$ cat src/rtl/cal_pkg.sv
package cal_pkg;
  typedef enum logic [2:0] {
    ST_IDLE,
    ST_INIT,
    ST_APPLY,
    ST_WAIT,
    ST_FINISH
  } cal_state_t;
endpackage

$ cat src/rtl/cal_bisect.sv
module cal_bisect #(
  parameter int CODE_W = 13
) (
  input  logic              clk,
  input  logic              rst,
  input  logic              init,
  input  logic              step,
  input  logic              is_zero,
  output logic [CODE_W-1:0] probe,
  output logic              extra
);
  localparam logic [CODE_W-1:0] RANGE = CODE_W'(1) << (CODE_W - 1);

  logic [CODE_W-1:0] hi_q, lo_q, probe_q;
  logic              extra_q;
  logic [CODE_W-1:0] hi_n, lo_n;
  logic [CODE_W:0]   mid_sum;

  always_comb begin
    hi_n = hi_q;
    lo_n = lo_q;
    if (is_zero) hi_n = probe_q;
    else         lo_n = probe_q;
    mid_sum = {1'b0, hi_n} + {1'b0, lo_n};
  end

  always_ff @(posedge clk) begin
    if (rst || init) begin
      hi_q    <= RANGE;
      lo_q    <= '0;
      probe_q <= RANGE >> 1;
      extra_q <= 1'b0;
    end else if (step && !extra_q) begin
      if (hi_q - lo_q == CODE_W'(1)) begin
        probe_q <= probe_q + CODE_W'(1);
        extra_q <= 1'b1;
      end else begin
        hi_q    <= hi_n;
        lo_q    <= lo_n;
        probe_q <= mid_sum[CODE_W:1];
      end
    end
  end

  assign probe = probe_q;
  assign extra = extra_q;

  AST_PROBE_INSIDE: assert property (@(posedge clk) disable iff (rst)
    !extra_q |-> (lo_q <= probe_q && probe_q < hi_q));
  AST_EXTRA_AT_HIGH: assert property (@(posedge clk) disable iff (rst)
    extra_q |-> (probe_q == hi_q));
  AST_BOUNDS_HALVE: assert property (@(posedge clk) disable iff (rst)
    (step && !extra_q && !init && (hi_q - lo_q > CODE_W'(1)))
      |=> ((hi_q - lo_q) == ($past(hi_q - lo_q) >> 1)));
endmodule

$ cat src/rtl/cal_stats.sv
module cal_stats #(
  parameter int CODE_W = 13,
  parameter int TRIALS = 10
) (
  input  logic              clk,
  input  logic              rst,
  input  logic              clear,
  input  logic              add,
  input  logic [CODE_W-1:0] code,
  output logic              last,
  output logic [CODE_W-1:0] result
);
  localparam int SUM_W = $clog2(TRIALS * (1 << (CODE_W - 1)) + 1);
  localparam int CNT_W = $clog2(TRIALS + 1);
  localparam int DIV   = TRIALS - 2;
  localparam int HALF  = DIV / 2;

  logic [SUM_W-1:0]  sum_q;
  logic [CNT_W-1:0]  cnt_q;
  logic [CODE_W-1:0] min_q, max_q;
  logic [SUM_W-1:0]  trimmed, quot, remd;

  always_ff @(posedge clk) begin
    if (rst || clear) begin
      sum_q <= '0;
      cnt_q <= '0;
      min_q <= '1;
      max_q <= '0;
    end else if (add) begin
      sum_q <= sum_q + SUM_W'(code);
      cnt_q <= cnt_q + CNT_W'(1);
      if (code < min_q) min_q <= code;
      if (code > max_q) max_q <= code;
    end
  end

  always_comb begin
    trimmed = sum_q - SUM_W'(min_q) - SUM_W'(max_q);
    quot    = trimmed / SUM_W'(DIV);
    remd    = trimmed % SUM_W'(DIV);
    result  = (remd < SUM_W'(HALF)) ? CODE_W'(quot) : CODE_W'(quot + SUM_W'(1));
  end

  assign last = add && (cnt_q == CNT_W'(TRIALS - 1));

  AST_MIN_LE_MAX: assert property (@(posedge clk) disable iff (rst)
    (cnt_q != '0) |-> (min_q <= max_q));
  AST_TRIAL_LIMIT: assert property (@(posedge clk) disable iff (rst)
    cnt_q <= CNT_W'(TRIALS));
endmodule

$ cat src/rtl/cal_trim_port.sv
module cal_trim_port #(
  parameter int CODE_W = 13,
  parameter int UNIT_W = 1
) (
  input  logic              clk,
  input  logic              rst,
  input  logic              apply,
  input  logic [UNIT_W-1:0] unit,
  input  logic [CODE_W-1:0] code,
  output logic [CODE_W-1:0] trim_code,
  output logic              trim_wr,
  output logic [UNIT_W-1:0] trim_unit
);
  localparam int UNITS = 1 << UNIT_W;

  logic [CODE_W-1:0] last_q [UNITS];

  always_ff @(posedge clk) begin
    if (rst) begin
      trim_code <= '0;
      trim_wr   <= 1'b0;
      trim_unit <= '0;
      for (int i = 0; i < UNITS; i++) last_q[i] <= '1;
    end else begin
      trim_wr <= 1'b0;
      if (apply) begin
        trim_code <= code;
        trim_unit <= unit;
        if (code != last_q[unit]) begin
          trim_wr      <= 1'b1;
          last_q[unit] <= code;
        end
      end
    end
  end

  AST_WR_NEEDS_APPLY: assert property (@(posedge clk) disable iff (rst)
    trim_wr |-> $past(apply));
endmodule

$ cat src/rtl/offset_cal_engine.sv
module offset_cal_engine
  import cal_pkg::*;
#(
  parameter int DATA_W     = 12,
  parameter int RANGE_LOG2 = 12,
  parameter int CODE_W     = RANGE_LOG2 + 1,
  parameter int TRIALS     = 10,
  parameter int UNIT_W     = 1
) (
  input  logic              clk,
  input  logic              rst,
  input  logic              cal_start,
  input  logic [UNIT_W-1:0] cal_unit,
  output logic              busy,
  output logic              done,
  output logic [CODE_W-1:0] result,
  output logic              arb_default,
  output logic [CODE_W-1:0] trim_code,
  output logic              trim_wr,
  output logic [UNIT_W-1:0] trim_unit,
  output logic              conv_req,
  input  logic              conv_done,
  input  logic [DATA_W-1:0] conv_data
);
  localparam logic [CODE_W-1:0] RANGE = CODE_W'(1) << RANGE_LOG2;

  cal_state_t        st_q;
  logic [UNIT_W-1:0] unit_q;
  logic [CODE_W-1:0] probe;
  logic              extra, step, trial_end, stats_last;
  logic [CODE_W-1:0] stats_result;

  assign step      = (st_q == ST_WAIT) && conv_done;
  assign trial_end = step && extra;

  cal_bisect #(.CODE_W(CODE_W)) bisect_i (
    .clk(clk), .rst(rst), .init(st_q == ST_INIT), .step(step),
    .is_zero(conv_data == '0), .probe(probe), .extra(extra)
  );

  cal_stats #(.CODE_W(CODE_W), .TRIALS(TRIALS)) stats_i (
    .clk(clk), .rst(rst), .clear((st_q == ST_IDLE) && cal_start),
    .add(trial_end), .code(probe), .last(stats_last), .result(stats_result)
  );

  cal_trim_port #(.CODE_W(CODE_W), .UNIT_W(UNIT_W)) trim_i (
    .clk(clk), .rst(rst), .apply(st_q == ST_APPLY), .unit(unit_q), .code(probe),
    .trim_code(trim_code), .trim_wr(trim_wr), .trim_unit(trim_unit)
  );

  always_ff @(posedge clk) begin
    if (rst) begin
      st_q        <= ST_IDLE;
      unit_q      <= '0;
      busy        <= 1'b0;
      done        <= 1'b0;
      result      <= '0;
      arb_default <= 1'b0;
      conv_req    <= 1'b0;
    end else begin
      done        <= 1'b0;
      arb_default <= 1'b0;
      conv_req    <= 1'b0;
      case (st_q)
        ST_IDLE: if (cal_start) begin
          unit_q      <= cal_unit;
          busy        <= 1'b1;
          arb_default <= (cal_unit == UNIT_W'(1));
          st_q        <= ST_INIT;
        end
        ST_INIT:  st_q <= ST_APPLY;
        ST_APPLY: begin
          conv_req <= 1'b1;
          st_q     <= ST_WAIT;
        end
        ST_WAIT: if (conv_done) begin
          if (trial_end) st_q <= stats_last ? ST_FINISH : ST_INIT;
          else           st_q <= ST_APPLY;
        end
        ST_FINISH: begin
          result <= stats_result;
          done   <= 1'b1;
          busy   <= 1'b0;
          st_q   <= ST_IDLE;
        end
        default: st_q <= ST_IDLE;
      endcase
    end
  end

  AST_REQ_SINGLE: assert property (@(posedge clk) disable iff (rst)
    conv_req |=> !conv_req);
  AST_TRIM_HELD: assert property (@(posedge clk) disable iff (rst)
    (st_q == ST_WAIT && $past(st_q) == ST_WAIT) |-> $stable(trim_code));
  AST_DONE_PULSE: assert property (@(posedge clk) disable iff (rst)
    done |=> !done);
  AST_BUSY_DROP: assert property (@(posedge clk) disable iff (rst)
    $fell(busy) |-> done);
  AST_ARB_AT_START: assert property (@(posedge clk) disable iff (rst)
    arb_default |-> $rose(busy));
  AST_RESULT_RANGE: assert property (@(posedge clk) disable iff (rst)
    done |-> (result >= CODE_W'(1) && result <= RANGE));
endmodule

$ cat config.mk
export PLATFORM = sky130hd
export DESIGN_NAME = offset_cal_engine
export DESIGN_NICKNAME = d
export VERILOG_FILES = /design/src/rtl/cal_pkg.sv /design/src/rtl/cal_bisect.sv /design/src/rtl/cal_stats.sv /design/src/rtl/cal_trim_port.sv /design/src/rtl/offset_cal_engine.sv
export SDC_FILE = /design/constraint.sdc
export NUM_CORES = 1
export LEC_CHECK = 0
export BUFFER_PORTS_ARGS = -buffer_cell sky130_fd_sc_hd__buf_2
export CORE_MARGIN = 2
export CORE_UTILIZATION = 50
export DETAILED_ROUTE_END_ITERATION = 8
export GPL_ROUTABILITY_DRIVEN = 0
export HOLD_SLACK_MARGIN = 0.06
export MAX_ROUTING_LAYER = met4
export PLACE_DENSITY = 0.8
export SETUP_SLACK_MARGIN = 0.5
export SYNTH_ARGS = -nofsm -noshare
export SYNTH_HDL_FRONTEND = slang
export SYNTH_HIERARCHICAL = 1
export SYNTH_SLANG_ARGS = --single-unit
$ cat constraint.sdc
create_clock -name clk -period 4 [get_ports clk]
set_input_delay 0.2 -clock clk [delete_from_list [all_inputs] [get_ports clk]]
set_output_delay 0.2 -clock clk [all_outputs]
set_load 0.01 [all_outputs]
==> summary.txt <==
Clock network
  – Clock latency on the worst-skew pair: 0.44 ns
  – Num CTS Buffers: 17
  – CTS Sinks: 148
  – Max Buffers Root-to-Sink: 2
  – Reg clk slew, reported paths: 0.07 ns
  – H-tree levels: 4
  – CTS tree: yes
  – CTS root buffer: clkbuf_16

Finish
  – Antenna diodes: 0
  – Layout cells sized above 1: 0.1818
  – Final instance area: 0.01166 mm2
  – Most frequent cells in the layout: nor2_1, dfxtp_1, mux2i_1
  – Commonest non-fill, non-tap cell in the layout: nor2_1
  – Layout area overhead: 13.89%
  – Fin nets: 1287
  – Final Util: 0.5784

Logic synthesis
  – Register area share after synthesis: 0.3147
  – Ys Warns: 6
  – Mapped cell area: 0.01024 mm2
  – Asr flop ratio synth: 0
  – Dominant cells by area after synthesis: dfxtp_1, ha_1, mux2i_1
  – Syn nets: 1235
  – Synth unique cells: 83
  – Post-Syn Instances: 1123
  – Top cell type's share of synthesized area: 0.2385
  – Register bit total from synthesis: 148
  – Post-synth EDFFs: 26
  – Syn Area/Cell: 9.121 um2
  – Ys flop type: dfxtp_1
  – Largest area contributor in the netlist: dfxtp_1

Detailed routing
  – ANT nets after route: 0
  – Initial DRC count: 571
  – Vias per inst: 5.945
  – Total iterations of the first detailed-routing run: 5
  – Wirelength per Cell: 16.89 um
  – Vias: 8668
  – DRC viols: 0
  – Total Wirelength: 24.62 mm

Placement
  – Dpl cell area: 0.01077 mm2
  – HPWL after detailed placement: 16.87 mm
  – PortBufs: 48

Global route
  – GR Overflow Total: 0
  – Vias in the first global route: 8202
  – Initial antenna violation count: 0
  – GRT Total Usage: 0.2315
  – First-pass GRT wire length: 39.83 mm
  – Largest net degree at the start of global routing: 38

Power
  – Pint: 2588 uW
  – Clock network power share: 0.480
  – Leak pwr: 0.004849 uW
  – Net switching power: 880.8 uW
  – PwrDens: 297.4 mW/mm2
  – Switching share of power: 0.2539
  – Reg power frac: 0.450
  – Max VDD drop: 0.2150 mV
  – Gate power share: 0.071

Floorplan
  – Starting Density: 0.5078
  – Chip width: 147.1 um
  – Core Footprint: 0.02017 mm2
  – Num ports: 49
  – Die H: 147.1 um
  – Die area: 0.02165 mm2
  – FP Rows: 52

STA
  – Fin crit share: 0.8693
  – Max-slew headroom: 0.4168
  – Slew Viols, Final: 0
  – Fin Clk Skew: 0.01252 ns
  – Worst Tran Pin Value: 0.8739 ns
  – Setup TNS: 0 ns
  – RSZ-0062 raised after global routing: true
  – Maximum clock rate: 287.6 MHz
  – Setup violators final: 0
  – Final Hold Viols: 0
  – Crit path time final: 3.477 ns

Critical path
  – WS Path Type: register to register
  – Endpoint class of the critical path: register
  – R2R setup slack: 0.52 ns
  – CP max FO: 4
  – CP Data Required Time: 4.37 ns
  – CP arrival: 3.85 ns
  – CP startpoint kind: register

Run status
  – Status: complete, no violations

Run
  – # Max-Cap Violations: 0

Min path
  – Worst hold path class: input pin to register
## cells in the mapped netlist (19+ instances only)
cell type / number
a211oi_1: 26
a21oi_1: 37
clkbuf_1: 29
dfxtp_1: 122
edfxtp_1: 26
ha_1: 80
inv_1: 65
mux2_2: 25
mux2i_1: 81
nand2_1: 51
nand2b_1: 41
nand3_1: 36
nor2_1: 121
nor3_1: 19
o211ai_1: 33
o21ai_0: 28
xnor2_1: 46
## power groups by stage
| stage | Clock (uW) | Sequential, uW | Combinational [uW] |
|---|---|---|---|
| 2_1_floorplan | 0 | 1580 | 193 |
| 4_1_cts | 1680 | 1560 | 241 |
| 6_report | 1660 | 1560 | 245 |
| 3_5_place_dp | 0 | 1590 | 238 |
| 3_3_place_gp | 0 | 1590 | 232 |
| 5_1_grt | 1760 | 1560 | 267 |
## what timing repair did
action,CTS,global route
pin swaps,21,22
gates resized for setup,27,24
endpoints found under the hold margin,1,0
setup endpoints to repair,4,43
hold buffers,1,0
setup buffers,5,8
## critical path, stage by stage (launching register included)
cell and delay [ns]:
dfxtp_2 0.34, inv_2 0.05, fa_2 0.56, ha_4 0.22, and3_4 0.19, a211o_1 0.29
o221a_4 0.25, o21a_4 0.21, a2111o_1 0.43, buf_6 0.15, o31a_1 0.28, o21ai_2 0.13
xnor2_1 0.12, nand2b_1 0.07, mux2i_1 0.12
## final timing paths
path / from / to / cells past startpoint
worst max-delay path: stats_i/max_q[2] / result[12] / 14
worst min-delay path: conv_done / st_q[0] / 3
worst max register to register: stats_i/max_q[2] / result[12] / 14
worst min register to register: result[9] / result[9] / 2
## per-layer routing
layer	wire length, um	vias up	global-route usage
met2	11980	281	0.3862
met1	10760	4168	0.2801
li1	-	4156	-
met5	0	-	-
met3	1247	63	0.03882
met4	638	0	0.09135
## through the flow
| stage | hold slack, ns | power [uW] | setup WS (ns) | std cells |
|---|---|---|---|---|
| detailed placement | 0.4593 | 1832 | 0.2160 | 1412 |
| floorplan | 0.3495 | 1776 | 0.4597 | 1123 |
| global placement | 0.4526 | 1824 | 0.3393 | 1412 |
| CTS | 0.1192 | 3480 | 0.4786 | 1450 |
| finish | 0.1245 | 3469 | 0.5229 | 1458 |
| global route | 0.1286 | 3585 | 0.3618 | 1458 |
## cell families after synthesis
group / Yosys count / synth area share
AND/OR/NAND/NOR: 373 / 0.1903
AO/OA/AOI/OAI: 219 / 0.1554
flip-flops: 148 / 0.3147
buffers and inverters: 120 / 0.05277
multiplexers: 106 / 0.1066
adder cells (fa/ha/maj): 96 / 0.1280
XOR/XNOR: 61 / 0.05216
## sequential cells by signal (all words and copies together), names as in the netlist, 3 cells and up
signal,count
trim_i/trim_code,13
stats_i/max_q,13
trim_i/last_q,26
stats_i/min_q,13
bisect_i/hi_q,13
stats_i/sum_q,16
result,13
bisect_i/probe,13
st_q,3
stats_i/cnt_q,4
bisect_i/lo_q,13
## layout make-up
class / count / area, um2
Fill cell: 1689 / 8504
Sequential cell: 148 / 3236
Timing Repair Buffer: 88 / 571.8
Clock buffer: 17 / 425.4
Tap cell: 270 / 337.8
Multi-Input combinational cell: 855 / 6668
Inverter: 65 / 244.0
Clock inverter: 15 / 182.7
Power figures use the tool's default switching activity.
